--- src/rtl/blkmv_pkg.sv ---
package blkmv_pkg;

    typedef enum logic [1:0] {
        OP_LOAD    = 2'd0,
        OP_MOVE_DN = 2'd1,
        OP_CMP_UP  = 2'd2,
        OP_SWAP    = 2'd3
    } blk_op_e;

    typedef enum logic [2:0] {
        ST_IDLE,
        ST_MV_RD,
        ST_MV_WR,
        ST_CP_RD,
        ST_CP_EV,
        ST_FIN
    } blk_state_e;

    localparam int NUM_BANK_REGS = 3;
    localparam int IDX_SRC = 0;
    localparam int IDX_DST = 1;
    localparam int IDX_CNT = 2;

endpackage

--- src/rtl/blkmv_fsm.sv ---
module blkmv_fsm
    import blkmv_pkg::*;
(
    input  logic clk,
    input  logic rst_n,
    input  logic start,
    input  logic [1:0] cmd,
    input  logic cnt_is_one,
    output logic rd_strobe,
    output logic wr_strobe,
    output logic addr_dst,
    output logic load_en,
    output logic swap_en,
    output logic mv_step,
    output logic cmp_step,
    output logic busy,
    output logic done
);

    blk_state_e state_q, state_d;
    blk_op_e    op;

    assign op = blk_op_e'(cmd);

    always_ff @(posedge clk or negedge rst_n) begin
        if (!rst_n) begin
            state_q <= ST_IDLE;
        end else begin
            state_q <= state_d;
        end
    end

    always_comb begin
        state_d = state_q;
        unique case (state_q)
            ST_IDLE: begin
                if (start) begin
                    unique case (op)
                        OP_LOAD:    state_d = ST_FIN;
                        OP_MOVE_DN: state_d = ST_MV_RD;
                        OP_CMP_UP:  state_d = ST_CP_RD;
                        OP_SWAP:    state_d = ST_FIN;
                    endcase
                end
            end
            ST_MV_RD: state_d = ST_MV_WR;
            ST_MV_WR: state_d = cnt_is_one ? ST_FIN : ST_MV_RD;
            ST_CP_RD: state_d = ST_CP_EV;
            ST_CP_EV: state_d = ST_FIN;
            ST_FIN:   state_d = ST_IDLE;
            default:  state_d = ST_IDLE;
        endcase
    end

    always_comb begin
        rd_strobe = 1'b0;
        wr_strobe = 1'b0;
        addr_dst  = 1'b0;
        load_en   = 1'b0;
        swap_en   = 1'b0;
        mv_step   = 1'b0;
        cmp_step  = 1'b0;
        busy      = 1'b1;
        done      = 1'b0;
        unique case (state_q)
            ST_IDLE: begin
                busy    = 1'b0;
                load_en = start && (op == OP_LOAD);
                swap_en = start && (op == OP_SWAP);
            end
            ST_MV_RD: rd_strobe = 1'b1;
            ST_MV_WR: begin
                wr_strobe = 1'b1;
                addr_dst  = 1'b1;
                mv_step   = 1'b1;
            end
            ST_CP_RD: rd_strobe = 1'b1;
            ST_CP_EV: cmp_step  = 1'b1;
            ST_FIN:   done      = 1'b1;
            default:  busy      = 1'b0;
        endcase
    end

endmodule

--- src/rtl/blkmv_bank.sv ---
module blkmv_bank
    import blkmv_pkg::*;
#(
    parameter int AW = 16
) (
    input  logic clk,
    input  logic rst_n,
    input  logic load_en,
    input  logic swap_en,
    input  logic mv_step,
    input  logic cmp_step,
    input  logic [AW-1:0] ld_src,
    input  logic [AW-1:0] ld_dst,
    input  logic [AW-1:0] ld_cnt,
    output logic [AW-1:0] src,
    output logic [AW-1:0] dst,
    output logic [AW-1:0] cnt
);

    localparam logic [AW-1:0] ONE = {{(AW-1){1'b0}}, 1'b1};

    logic [AW-1:0] prim_q [NUM_BANK_REGS];
    logic [AW-1:0] alt_q  [NUM_BANK_REGS];
    logic [AW-1:0] ld_val [NUM_BANK_REGS];

    assign ld_val[IDX_SRC] = ld_src;
    assign ld_val[IDX_DST] = ld_dst;
    assign ld_val[IDX_CNT] = ld_cnt;

    for (genvar i = 0; i < NUM_BANK_REGS; i++) begin : g_reg
        logic inc_en, dec_en;
        if (i == IDX_SRC) begin : g_src
            assign inc_en = cmp_step;
            assign dec_en = mv_step;
        end else if (i == IDX_DST) begin : g_dst
            assign inc_en = 1'b0;
            assign dec_en = mv_step;
        end else begin : g_cnt
            assign inc_en = 1'b0;
            assign dec_en = mv_step | cmp_step;
        end

        always_ff @(posedge clk or negedge rst_n) begin
            if (!rst_n) begin
                prim_q[i] <= '0;
                alt_q[i]  <= '0;
            end else if (swap_en) begin
                prim_q[i] <= alt_q[i];
                alt_q[i]  <= prim_q[i];
            end else if (load_en) begin
                prim_q[i] <= ld_val[i];
            end else if (inc_en) begin
                prim_q[i] <= prim_q[i] + ONE;
            end else if (dec_en) begin
                prim_q[i] <= prim_q[i] - ONE;
            end
        end
    end

    assign src = prim_q[IDX_SRC];
    assign dst = prim_q[IDX_DST];
    assign cnt = prim_q[IDX_CNT];

endmodule

--- src/rtl/blkmv_acc_flags.sv ---
module blkmv_acc_flags #(
    parameter int AW = 16,
    parameter int DW = 8
) (
    input  logic clk,
    input  logic rst_n,
    input  logic load_en,
    input  logic mv_step,
    input  logic cmp_step,
    input  logic [DW-1:0] ld_acc,
    input  logic [DW-1:0] rdata,
    input  logic [AW-1:0] cnt,
    output logic [DW-1:0] acc,
    output logic f_s,
    output logic f_z,
    output logic f_pv,
    output logic f_n
);

    localparam logic [AW-1:0] CNT_ONE = {{(AW-1){1'b0}}, 1'b1};

    logic [DW-1:0] acc_q;
    logic [DW-1:0] diff;
    logic          pv_next;
    logic          s_q, z_q, pv_q, n_q;

    assign diff    = acc_q - rdata;
    assign pv_next = (cnt != CNT_ONE);

    always_ff @(posedge clk or negedge rst_n) begin
        if (!rst_n) begin
            acc_q <= '0;
        end else if (load_en) begin
            acc_q <= ld_acc;
        end
    end

    always_ff @(posedge clk or negedge rst_n) begin
        if (!rst_n) begin
            s_q  <= 1'b0;
            z_q  <= 1'b0;
            pv_q <= 1'b0;
            n_q  <= 1'b0;
        end else if (cmp_step) begin
            s_q  <= diff[DW-1];
            z_q  <= (diff == '0);
            pv_q <= pv_next;
            n_q  <= 1'b1;
        end else if (mv_step) begin
            pv_q <= pv_next;
            n_q  <= 1'b0;
        end
    end

    assign acc  = acc_q;
    assign f_s  = s_q;
    assign f_z  = z_q;
    assign f_pv = pv_q;
    assign f_n  = n_q;

endmodule

--- src/rtl/blkmv_engine.sv ---
module blkmv_engine #(
    parameter int AW = 16,
    parameter int DW = 8
) (
    input  logic          clk,
    input  logic          rst_n,
    input  logic          start,
    input  logic [1:0]    cmd,
    input  logic [AW-1:0] ld_src,
    input  logic [AW-1:0] ld_dst,
    input  logic [AW-1:0] ld_cnt,
    input  logic [DW-1:0] ld_acc,
    output logic [AW-1:0] mem_addr,
    output logic          mem_rd,
    output logic          mem_wr,
    output logic [DW-1:0] mem_wdata,
    input  logic [DW-1:0] mem_rdata,
    output logic [AW-1:0] src_ptr,
    output logic [AW-1:0] dst_ptr,
    output logic [AW-1:0] count,
    output logic [DW-1:0] acc,
    output logic          flag_s,
    output logic          flag_z,
    output logic          flag_pv,
    output logic          flag_n,
    output logic          busy,
    output logic          done
);

    localparam logic [AW-1:0] CNT_ONE = {{(AW-1){1'b0}}, 1'b1};

    logic rd_strobe, wr_strobe, addr_dst;
    logic load_en, swap_en, mv_step, cmp_step;
    logic [AW-1:0] src_w, dst_w, cnt_w;

    blkmv_fsm u_fsm (
        .clk        (clk),
        .rst_n      (rst_n),
        .start      (start),
        .cmd        (cmd),
        .cnt_is_one (cnt_w == CNT_ONE),
        .rd_strobe  (rd_strobe),
        .wr_strobe  (wr_strobe),
        .addr_dst   (addr_dst),
        .load_en    (load_en),
        .swap_en    (swap_en),
        .mv_step    (mv_step),
        .cmp_step   (cmp_step),
        .busy       (busy),
        .done       (done)
    );

    blkmv_bank #(.AW(AW)) u_bank (
        .clk      (clk),
        .rst_n    (rst_n),
        .load_en  (load_en),
        .swap_en  (swap_en),
        .mv_step  (mv_step),
        .cmp_step (cmp_step),
        .ld_src   (ld_src),
        .ld_dst   (ld_dst),
        .ld_cnt   (ld_cnt),
        .src      (src_w),
        .dst      (dst_w),
        .cnt      (cnt_w)
    );

    blkmv_acc_flags #(.AW(AW), .DW(DW)) u_flags (
        .clk      (clk),
        .rst_n    (rst_n),
        .load_en  (load_en),
        .mv_step  (mv_step),
        .cmp_step (cmp_step),
        .ld_acc   (ld_acc),
        .rdata    (mem_rdata),
        .cnt      (cnt_w),
        .acc      (acc),
        .f_s      (flag_s),
        .f_z      (flag_z),
        .f_pv     (flag_pv),
        .f_n      (flag_n)
    );

    assign mem_addr  = addr_dst ? dst_w : src_w;
    assign mem_rd    = rd_strobe;
    assign mem_wr    = wr_strobe;
    assign mem_wdata = wr_strobe ? mem_rdata : '0;
    assign src_ptr   = src_w;
    assign dst_ptr   = dst_w;
    assign count     = cnt_w;

endmodule

--- config.mk ---
export PLATFORM = sky130hd
export DESIGN_NAME = blkmv_engine
export DESIGN_NICKNAME = d
export VERILOG_FILES = /design/src/rtl/blkmv_pkg.sv /design/src/rtl/blkmv_fsm.sv /design/src/rtl/blkmv_bank.sv /design/src/rtl/blkmv_acc_flags.sv /design/src/rtl/blkmv_engine.sv
export SDC_FILE = /design/constraint.sdc
export NUM_CORES = 1
export LEC_CHECK = 0
export ABC_AREA = 1
export BUFFER_PORTS_ARGS = -buffer_cell sky130_fd_sc_hd__buf_2
export CORE_MARGIN = 2
export CORE_UTILIZATION = 55
export CTS_CLUSTER_DIAMETER = 40
export CTS_CLUSTER_SIZE = 30
export DETAILED_ROUTE_END_ITERATION = 12
export PLACE_DENSITY_LB_ADDON = 0.25
export SKIP_CTS_REPAIR_TIMING = 1
export SYNTH_ARGS = -nofsm -noshare
export SYNTH_HDL_FRONTEND = slang
export SYNTH_SLANG_ARGS = --single-unit
--- constraint.sdc ---
create_clock -name clk -period 5.65 [get_ports clk]
set_input_delay 0.2825 -clock clk [delete_from_list [all_inputs] [get_ports clk]]
set_output_delay 0.2825 -clock clk [all_outputs]
set_load 0.005 [all_outputs]
# Word level (Yosys, flattened, before mapping)
# Index checks and enable logic that the tools add are counted.
[totals] regBits=111 output_inout_bits=88
[classes] add_sub_neg=5 n_eq_ne=11 muxes=27 bitwise=1 n_reduce_logical=12
[ops] operator="16-bit two-way mux" count=11
[ops] operator="16-bit by 1-bit subtractor with 16-bit output, second input constant" count=3
[ops] operator="16-bit by 1-bit adder with 16-bit output, second input constant" count=1
[ops] operator="16-bit by 1-bit equality test with 1-bit output, second input constant" count=1
[ops] operator="16-bit by 1-bit inequality test with 1-bit output, second input constant" count=1
[ops] operator="3-bit case mux with 5 select lines" count=1
[ops] operator="1-bit two-way mux" count=11
[ops] operator="3-bit case mux with 3 select lines" count=1
[ops] operator="8-bit logical NOT" count=1
[ops] operator="8-bit two-way mux" count=1
[ops] operator="8-bit subtractor" count=1
[ops] operator="3-bit by 2-bit equality test with 1-bit output, second input constant" count=2
[ops] operator="3-bit equality test, second input constant" count=2
[ops] operator="3-bit two-way mux" count=2
[ops] operator="3-bit nonzero test" count=2
[ops] operator="5-bit OR reduction" count=1
[ops] operator="2-bit equality test, second input constant" count=2
[ops] operator="4-bit nonzero test" count=1
[ops] operator="2-bit OR reduction" count=2
[ops] operator="3-bit by 1-bit equality test with 1-bit output, second input constant" count=1
[ops] operator="3-bit logical NOT" count=1
[ops] operator="2-bit by 1-bit equality test with 1-bit output, second input constant" count=1
[ops] operator="1-bit logical AND" count=2
[ops] operator="2-bit logical NOT" count=1
[ops] operator="other kinds (3)" count=3

# Depth between registers and ports, before layout
# Gate-level depths: netlist of run 1.
[depth] ltp_word=6 mapped_depth=14 depth_no_buf=14

# Cells and area by module
# From an unflattened synthesis of run 1, not the netlist that was laid out.
[unflattened] cells_unflattened=1086 area_unflattened_um2=7584.8
[by_module_without_submodules] mod="blkmv_bank" instances=1 cells_each=857 area_each_um2=5980.7 seq_area_each_um2=2402.3
[by_module_without_submodules] mod="blkmv_acc_flags" instances=1 cells_each=121 area_each_um2=893.4 seq_area_each_um2=300.3
[by_module_without_submodules] mod="blkmv_engine" instances=1 cells_each=65 area_each_um2=425.4 seq_area_each_um2=0.0
[by_module_without_submodules] mod="blkmv_fsm" instances=1 cells_each=43 area_each_um2=285.3 seq_area_each_um2=75.1

# Worst setup path before layout of run 1
# Ideal clock, no wire load.
[synth_timing] kind="reg2reg" from="reg u_fsm.state_q[0]" to="reg u_bank.prim_q (netlist bit u_bank.src[7])" arrival_time_ns=2.221 t_required_ns=5.534 setup_slack_ns=3.313 path_stages_with_launch=12 n_path_buf=0 period_less_slack_ns=2.337 path_cell_list="dfrtp_1 nor2_4 nand2_2 ha_1 or2_2 nand3_1 nand2_1 or2_2 nand3_1 nand3_1 nand2_1 nand2_1"
[synth_between] elab_chain_cells=5 word_cells_on_any_way=11
[synth_lines] item="start: declaration" line="blkmv_fsm.sv:20" rtl="blk_state_e state_q, state_d;"
[synth_lines] item="start signal: assignment" line="blkmv_fsm.sv:29" rtl="state_q <= state_d;"
[synth_lines] item="3-bit equality test" line="blkmv_fsm.sv:65" rtl="unique case (state_q)"
[synth_lines] item="1-bit two-way mux" line="blkmv_fsm.sv:65"
[synth_lines] item="16-bit two-way mux" line="blkmv_bank.sv:52" rtl="end else if (inc_en) begin"
[synth_lines] item="16-bit two-way mux" line="blkmv_bank.sv:50" rtl="end else if (load_en) begin"
[synth_lines] item="16-bit two-way mux" line="blkmv_bank.sv:47" rtl="end else if (swap_en) begin"
[synth_lines] item="end signal: indexed assignment" line="blkmv_bank.sv:48" rtl="prim_q[i] <= alt_q[i];"
[synth_lines] item="end signal: indexed assignment" line="blkmv_bank.sv:51" rtl="prim_q[i] <= ld_val[i];"
[synth_lines] item="end signal: indexed assignment" line="blkmv_bank.sv:53" rtl="prim_q[i] <= prim_q[i] + ONE;"
[synth_lines] item="end: declaration" line="blkmv_bank.sv:22" rtl="logic [AW-1:0] prim_q [NUM_BANK_REGS];"
# Several ways; a longest one is shown, not always the timed one.
# A chain may end at the register's enable or synchronous reset.

# Worst setup path after layout of run 1
[layout_timing] from="reg u_fsm.state_q[0]" to="reg u_bank.prim_q (netlist bit u_bank.cnt[4])"
[layout_between] elab_chain_cells=4 word_cells_on_any_way=11
[layout_lines] item="3-bit by 2-bit equality test with 1-bit output, or another cell as far along" line="blkmv_fsm.sv:65"
[layout_lines] item="1-bit two-way mux" line="blkmv_fsm.sv:65"
[layout_lines] item="1-bit OR or 16-bit two-way mux (tied branches)" line="blkmv_bank.sv:40, blkmv_bank.sv:50"
[layout_lines] item="3-bit nonzero test (no source line) or 16-bit two-way mux (tied branches)"
# Several ways; a longest one is shown, not always the timed one.

==> impl_metrics.yaml, run 1 <==
status:
  status: "complete, no violations"
clock_tree:
  cts_tree: "built"
  clk-insertion-delay-late_ps: 360
  numCtsBuffers: 9
  htreeDepth: 3
  cts_buffer_depth: 2
  cts_sinks: 111
  path_clk_slew_ps: 70
  root_buffer: "clkbuf_16"
sta:
  final-max-slew-violation-count: 0
  fin_setup_tns_ps: 0
  setup_viol: 0
  fin_skew_ps: 12.0
  finalHoldViolCount: 0
  period_share_pct: 54.0
  max_freq_mhz: 328
  fin_crit_ps: 3050
  relSlewSlack_pct: 32.1
  rsz0062_at_grt: "false"
  worst_pin_slew_ps: 1020
synthesis:
  async_flop_share_pct: 100
  ys.flop_type: "dfrtp_1"
  syn_nets: 1143
  synth-seq-area-share_pct: 38.4
  synth_top_area_share_pct: 38.4
  syn_area_um2: 7230
  yosys.area.top_type: "dfrtp_1"
  ys_warn_count: 0
  synth.distinct_cells: 38
  syn_area_per_cell_um2: 6.93
  synth_edf_count: 0
  synthTopCellsByArea: "dfrtp_1 (38%), nand2_1 (18%), o21ai_0 (7.3%), inv_1 (5.9%), nor2_1 (5.1%)"
  syn_inst: 1043
  synth-seq-cells: 111
critical_path:
  required_ps: 5880
  worst-r2r-setup-slack_ps: 2600
  end_kind: "register"
  crit_arrival_ps: 3280
  endpoint: "u_bank.cnt[4]"
  crit_type: "register to register"
  worstRegToRegCells: 11
  worstReg2RegStart: "u_fsm.state_q[0]"
  critPathLaunch: "u_fsm.state_q[0]"
  reg2reg_to: "u_bank.cnt[4]"
  start_kind: "register"
  crit_fanout: 84
die:
  start_util_pct: 56.9
  die_w_um: 119
  fp.coreArea_um2: 12700
  ios: 157
  die_y_um: 119
  rows: 41
  die_area_um2: 14100
global_routing:
  grtUsageTotal_pct: 28.3
  grt_antenna_before_repair: 1
  grt_pass1_wl_um: 32500
  grt_pass1_vias: 6680
  grt_max_degree: 95
  overflow: 0
placement:
  dpl.hpwl_um: 13600
  gp_congestion: 0.946
  io_buffers: 156
  postPlaceCellArea_um2: 8070
  dp.cells: 1335
finish:
  nets: 1275
  fill_cells: 1178
  layoutNonFillerInstCount: 1353
  drive_gt1_share_pct: 16.4
  layout_commonest_cell: "nand2_1"
  area_growth_pct: 16.2
  layout_common_cells: "nand2_1 (343), buf_2 (155), inv_1 (114)"
  stdcell_area_um2: 8400
route:
  post_drt_wl_per_cell_um: 14.4
  postRouteAntennaNets: 0
  drc: 0
  viasPerCell: 5.40
  dr.pass1.iters: 5
  drtIter0Drc: 566
  routed_wirelength_um: 19500
  num_vias: 7310
power:
  ir_worst_vdd_uv: 251
  powerDensity_nw_per_um2: 608
  power.leakage_nw: 4.72
flow_run:
  cap_violations: 0
hold_path:
  hp-class: "input port to register"
==> cell usage after synthesis (4+ instances only) <==
master,number
clkbuf_1,14
nand3b_1,4
nor2_1,98
o21ai_1,6
inv_2,4
xor2_1,18
or2_2,4
nor3_1,6
a22oi_1,14
a21oi_1,44
nand4_1,9
dfrtp_1,111
ha_1,29
buf_2,20
nand2_1,343
nand3_1,56
o31ai_1,4
inv_1,114
o211ai_1,9
o21ai_0,106
==> logic make-up (layout without fill, tap and decap cells) <==
group           Yosys count  in the layout  share of synthesized area, %
simple gates            527            527                          29.8
compound gates          193            193                          14.7
buf+inv                 160            297                          9.03
flops                   111            111                          38.4
fa+ha+maj                31             31                          5.57
xor+xnor                 21             21                          2.54
other cells               0              1                             0
==> sequential cells by signal, indices dropped and copies added (netlist names) <==
name,flops
u_flags.f_n,1
u_bank.dst,16
u_bank.src,16
u_flags.f_s,1
u_fsm.state_q,3
u_flags.f_z,1
u_bank.cnt,16
u_bank.alt_q,48
u_flags.f_pv,1
u_flags.acc,8
==> stage by stage <==
step | total power, W | utilization (%) | hold WS [ps] | worst slack (ps)
floorplan | 0.00353 | - | -13.1 | 3310
global placement | 0.00431 | 63.4 | 333 | 2580
detailed placement | 0.00439 | 63.4 | 343 | 2510
CTS | 0.00510 | 66.0 | -47.9 | 2630
global route | 0.00567 | 66.1 | 117 | 2320
finish | 0.00511 | 66.1 | 117 | 2600
==> critical path: stages (launching register included) <==
cell and delay [ps]:
dfrtp_1 450, nor2_4 90, nand2_4 100, nor2_8 40, inv_2 40, buf_4 630
nand3_2 250, nor2_4 140, buf_4 450, inv_1 390, o211ai_1 200, o21ai_0 100
==> power by group <==
| part | switching (W) | total (W) | internal (W) |
|---|---|---|---|
| logic | 0.00179 | 0.00290 | 0.00111 |
| clock network | 0.000306 | 0.000691 | 0.000384 |
| registers | 0.000360 | 0.00152 | 0.00116 |
==> layer usage <==
metal	wire, µm	GRT usage [%]
met1	8850	40.7
met3	1430	4.25
met4	381	9.23
met2	8800	44.1
met5	0	0
==> worst min-delay path by stage <==
stage | startpoint | slack (ps) | to | depth (start not counted)
floorplan | rst_n | -10 | u_bank.alt_q[0] | 0
global placement | rst_n | 330 | u_bank.cnt[11] | 1
detailed placement | rst_n | 340 | u_bank.cnt[11] | 1
CTS | rst_n | -50 | u_bank.cnt[11] | 1
global route | ld_acc[2] | 120 | u_flags.acc[2] | 3
finish | ld_acc[2] | 120 | u_flags.acc[2] | 3
==> cell type report <==
class                   instances  area, µm²  area share [%]
multi-input cells             772       3810            45.3
flip-flops and latches        111       2780            33.1
repair buffers                163        838            9.98
inverters                     118        443            5.27
clock buffers                  13        270            3.22
well taps                     172        215            2.56
clock inverters                 3       48.8           0.581
diodes                          1       2.50          0.0298
No activity file was read; power rests on OpenSTA's default activity.
==> run 2: changes to the inputs <==
--- a/config.mk
+++ b/config.mk
@@ -8,7 +8,7 @@
 export ABC_AREA = 1
 export BUFFER_PORTS_ARGS = -buffer_cell sky130_fd_sc_hd__buf_2
 export CORE_MARGIN = 2
-export CORE_UTILIZATION = 55
+export CORE_UTILIZATION = 50
 export CTS_CLUSTER_DIAMETER = 40
 export CTS_CLUSTER_SIZE = 30
 export DETAILED_ROUTE_END_ITERATION = 12
==> constraint.sdc (replaced) <==
create_clock -name clk -period 2.7 [get_ports clk]
set_input_delay 0.135 -clock clk [delete_from_list [all_inputs] [get_ports clk]]
set_output_delay 0.135 -clock clk [all_outputs]
set_load 0.005 [all_outputs]
==> impl_metrics.yaml, run 2 (synthesized netlist as in run 1, its figures left out) <==
placement:
  gp_congestion: 0.946
  io_buffers: 156
  dp_slack_ps: 386
  dpl.hpwl_um: 14300
hold_path:
  hp-class: "input port to register"
sta:
  max_freq_mhz: 429
  fin_ws_ps: 367
  fin_crit_ps: 2330
  finalHoldViolCount: 4
  worst_pin_slew_ps: 754
  relSlewSlack_pct: 49.7
  fin_skew_ps: 7.53
  period_share_pct: 86.4
  setup_viol: 0
  rsz0062_at_grt: "false"
  final-max-slew-violation-count: 0
  fin_setup_tns_ps: 0
  holdWs_ps: -29.9
status:
  status: "complete, but fails checks"
  violations: "hold timing"
power:
  internal_power_w: 0.00552
  ir_worst_vdd_uv: 477
  clkPwrFrac_pct: 12.6
  pwr-share-comb_pct: 57.6
  power.leakage_nw: 4.78
  swShare_pct: 48.0
  powerDensity_nw_per_um2: 1250
  power.net_switching_w: 0.00509
  seqPwrFrac_pct: 29.8
flow_run:
  cap_violations: 0
global_routing:
  grt_pass1_vias: 6551
  grtUsageTotal_pct: 25.6
  overflow: 0
  grt_pass1_wl_um: 32500
  grt_antenna_before_repair: 1
  grt_max_degree: 77
clock_tree:
  clk-insertion-delay-late_ps: 360
  cts_buffer_depth: 2
  path_clk_slew_ps: 70
  cts_tree: "built"
  root_buffer: "clkbuf_16"
  cts_sinks: 111
  numCtsBuffers: 9
  htreeDepth: 3
critical_path:
  required_ps: 2950
  worst-path-buf-inv: 1
  cp_slowest_cell: "dfrtp_1"
  slowest_delay_ps: 440
  crit_fanout: 11
  path_cells: "nor2_4, nand2_2, buf_4, ha_1, nand2_1, nor3_1, nand2_1, nand2_1, nand2_1, nand3_1, nand2_1, nand2_1, nand2_1"
  crit_top_cell: "nand2_1"
  end_kind: "register"
  crit_arrival_ps: 2580
  crit_type: "register to register"
  start_kind: "register"
  cp_top_family: "simple AND/OR/NAND/NOR gates"
  worst-r2r-setup-slack_ps: 370
finish:
  fill_cells: 1339
  largest_reg_flops: 48
  layout_commonest_cell: "nand2_1"
  layout_common_cells: "nand2_1 (343), buf_2 (155), inv_1 (114)"
  largest-register: "u_bank.alt_q"
  multiInputGateArea_um2: 3810
  area_growth_pct: 17.8
  nets: 1290
  seq_area_um2: 2780
  diodes: 0
  drive_gt1_share_pct: 17.2
route:
  post_drt_wl_per_cell_um: 14.2
  viasPerCell: 5.23
  routed_wirelength_um: 19500
  drc: 0
  drtIter0Drc: 528
  num_vias: 7193
  postRouteAntennaNets: 0
  dr.pass1.iters: 5
die:
  die_area_um2: 15400
  die_y_um: 124
  die_w_um: 124
  start_util_pct: 51.7
  rows: 43
  ios: 157
  fp.coreArea_um2: 14000
-- run 2: changes by cell type in the layout (fill, tap and decap cells not counted), sizes merged --
cell	before	now
dlygate4sd3	1	5
buf	162	173
bufinv	1	0
clkbuf	13	12
diode	1	0
clkinvlp	1	0
clkinv	0	3
-- run 2: path summary, 6_finish.rpt --
check	startpoint	end	cells after the start
worst max-delay path	u_fsm.state_q[0]	u_bank.src[13]	13
worst max register to register	u_fsm.state_q[0]	u_bank.src[13]	13
worst min-delay path	ld_acc[3]	u_flags.acc[3]	3
max in group asynchronous	rst_n	u_bank.src[9]	3
worst min register to register	u_bank.alt_q[40]	u_bank.alt_q[40]	2
min in group asynchronous	rst_n	u_bank.cnt[11]	2
-- run 2: cell type report --
cell class                 instances  share of cell area (%)
multi-input combinational        772                    44.7
sequential                       111                    32.6
tap                              180                    2.64
timing repair buffer             178                    11.4
clock buffer                      12                    3.13
inverter                         118                    5.20
clock inverter                     4                   0.323
-- run 2: worst register-to-register path, stage by stage (launching register included) --
cell	delay, ps
dfrtp_1	440
nor2_4	210
nand2_2	160
buf_4	220
ha_1	390
nand2_1	150
nor3_1	220
nand2_1	90
nand2_1	70
nand2_1	50
nand3_1	80
nand2_1	60
nand2_1	50
nand2_1	50
-- run 2: per-stage QoR --
stage / std cells / area, µm² / utilization, % / hold slack, ps / power, W
2_1_floorplan: 1043 / 7230 / - / -161 / 0.00738
3_5_place_dp: 1354 / 8180 / 58.5 / 153 / 0.00926
3_3_place_gp: 1354 / 8180 / 58.5 / 151 / 0.00914
4_1_cts: 1370 / 8470 / 60.6 / -231 / 0.0106
5_1_grt: 1375 / 8520 / 60.9 / 8.13 / 0.0118
6_report: 1375 / 8520 / 60.9 / -29.9 / 0.0106
-- run 2: metal layers --
metal / wire (µm) / track usage, %
met3: 1220 / 4.21
met1: 9190 / 37.0
met2: 8700 / 39.3
met4: 338 / 8.66
met5: 16 / 0
-- run 2: power by group through the flow --
stage	clock, W	sequential, W	combinational [W]
after CTS	0.00136	0.00316	0.00610
after floorplan	0	0.00301	0.00438
after global placement	0	0.00316	0.00598
after global routing	0.00142	0.00328	0.00708
after detailed placement	0	0.00318	0.00608
final	0.00133	0.00317	0.00611
==> run 3: changes to the inputs <==
--- a/config.mk
+++ b/config.mk
@@ -6,12 +6,12 @@
 export NUM_CORES = 1
 export LEC_CHECK = 0
 export ABC_AREA = 1
-export BUFFER_PORTS_ARGS = -buffer_cell sky130_fd_sc_hd__buf_2
 export CORE_MARGIN = 2
-export CORE_UTILIZATION = 50
+export CORE_UTILIZATION = 55
 export CTS_CLUSTER_DIAMETER = 40
 export CTS_CLUSTER_SIZE = 30
 export DETAILED_ROUTE_END_ITERATION = 12
+export DONT_BUFFER_PORTS = 1
 export PLACE_DENSITY_LB_ADDON = 0.25
 export SKIP_CTS_REPAIR_TIMING = 1
 export SYNTH_ARGS = -nofsm -noshare
==> impl_metrics.yaml, run 3 (synthesized netlist as in run 1, its figures left out) <==
finish:
  multiInputGateArea_um2: 3810
  seq_area_um2: 2780
  largest-register: "u_bank.alt_q"
  drive_gt1_share_pct: 4.12
  layout_commonest_cell: "nand2_1"
  fill_cells: 1220
  nets: 1140
  area_growth_pct: 7.40
  layout_common_cells: "nand2_1 (343), inv_1 (114), dfrtp_1 (111)"
  diodes: 0
  layoutNonFillerInstCount: 1216
  largest_reg_flops: 48
sta:
  rsz0062_at_grt: "false"
  setup_viol: 0
  final-max-slew-violation-count: 0
  relSlewSlack_pct: 60.8
  fin_setup_tns_ps: 0
  fin_skew_ps: 7.24
  finalHoldViolCount: 112
  period_share_pct: 89.5
  max_freq_mhz: 414
  fin_crit_ps: 2420
  worst_pin_slew_ps: 588
  holdWs_ps: -526
placement:
  gp_congestion: 0.909
  io_buffers: 0
  dpl.hpwl_um: 13400
  dp.cells: 1188
route:
  routed_wirelength_um: 18800
  drtIter0Drc: 411
  drc: 0
  post_drt_wl_per_cell_um: 15.5
  postRouteAntennaNets: 0
  viasPerCell: 5.45
  num_vias: 6632
  dr.pass1.iters: 5
global_routing:
  grt_max_degree: 112
  grtUsageTotal_pct: 27.3
  grt_pass1_wl_um: 31000
  grt_pass1_vias: 6132
  overflow: 0
  grt_antenna_before_repair: 0
clock_tree:
  clk-insertion-delay-late_ps: 350
  htreeDepth: 3
  cts_sinks: 111
  root_buffer: "clkbuf_16"
  cts_tree: "built"
  numCtsBuffers: 9
  path_clk_slew_ps: 70
  cts_buffer_depth: 2
die:
  die_area_um2: 14100
  die_w_um: 119
  fp.coreArea_um2: 12700
  ios: 157
  start_util_pct: 56.9
  rows: 41
  die_y_um: 119
critical_path:
  required_ps: 2940
  worstReg2RegStart: "u_fsm.state_q[0]"
  end_kind: "register"
  crit_fanout: 10
  crit_arrival_ps: 2660
  worst-r2r-setup-slack_ps: 280
  slowest_delay_ps: 450
  cp_slowest_cell: "dfrtp_1"
  critPathLaunch: "u_fsm.state_q[0]"
  endpoint: "u_bank.src[7]"
  reg2reg_to: "u_bank.src[7]"
  path_cells: "nor2_4, nand2_2, ha_1, or2_2, nand3_1, nand2_1, or2_2, nand3_1, nand3_1, nand2_1, nand2_1"
  worstRegToRegCells: 11
  start_kind: "register"
  crit_type: "register to register"
power:
  power.leakage_nw: 4.11
  clkPwrFrac_pct: 12.3
  ir_worst_vdd_uv: 614
  internal_power_w: 0.00505
  swShare_pct: 49.3
  power.net_switching_w: 0.00492
  powerDensity_nw_per_um2: 1280
  seqPwrFrac_pct: 33.3
  pwr-share-comb_pct: 54.4
status:
  status: "complete, but fails checks"
  violations: "hold timing"
hold_path:
  hp-class: "input port to asynchronous set/reset pin"
flow_run:
  cap_violations: 0
[run 3: changes by cell type in the layout (fill, tap and decap cells not counted), sizes merged]
cell and delta:
clkinvlp +1, buf -158, inv -1, dlygate4sd3 +8
clkinv -1
[run 3: power by group through the flow]
| stage | clock network (W) | logic (W) | registers [W] |
|---|---|---|---|
| after floorplan | 0 | 0.00438 | 0.00301 |
| after global placement | 0 | 0.00525 | 0.00330 |
| after detailed placement | 0 | 0.00536 | 0.00332 |
| after CTS | 0.00126 | 0.00539 | 0.00330 |
| after global routing | 0.00132 | 0.00634 | 0.00342 |
| final | 0.00122 | 0.00543 | 0.00332 |
[run 3: worst min-delay path by stage]
stage / start / cells past startpoint / slack (ps) / end
final: rst_n / 0 / -530 / u_bank.alt_q[31]
after global routing: rst_n / 0 / -540 / u_bank.alt_q[31]
after CTS: rst_n / 0 / -540 / u_bank.cnt[11]
after detailed placement: rst_n / 0 / -160 / u_bank.cnt[11]
after global placement: rst_n / 0 / -160 / u_bank.cnt[11]
after floorplan: rst_n / 0 / -160 / u_bank.alt_q[0]
[run 3: through the flow]
stage          instance area (µm²)  setup WS [ps]  utilization [%]  power [W]  hold slack (ps)
3_3_place_gp                  7380            390             58.0    0.00855             -158
5_1_grt                       7770            100             61.1     0.0111             -543
4_1_cts                       7640            300             60.0    0.00994             -539
6_report                      7770            283             61.1    0.00997             -526
3_5_place_dp                  7380            306             58.0    0.00868             -158
2_1_floorplan                 7230            363                -    0.00738             -161
[run 3: cell type report]
| class | count | share of cell area [%] |
|---|---|---|
| tap | 172 | 2.77 |
| sequential | 111 | 35.8 |
| inverter | 118 | 5.70 |
| timing repair buffer | 28 | 3.45 |
| clock buffer | 12 | 3.04 |
| multi-input combinational | 772 | 49.0 |
| clock inverter | 3 | 0.274 |
[run 3: critical path, delay by kind of cell, from the launching register on]
family                     cells  cell delay [ps]
adders and majority gates      1              390
and+or+nand+nor               10             1470
DFF                            1              450
[run 3: routing by layer]
| metal | GRT usage (%) | wire length [µm] | vias up |
|---|---|---|---|
| met4 | 10.9 | 508 | 0 |
| met2 | 41.1 | 8150 | 267 |
| li1 | - | - | 3333 |
| met3 | 8.20 | 1770 | 27 |
| met5 | 0 | 0 | - |
| met1 | 36.8 | 8380 | 3005 |
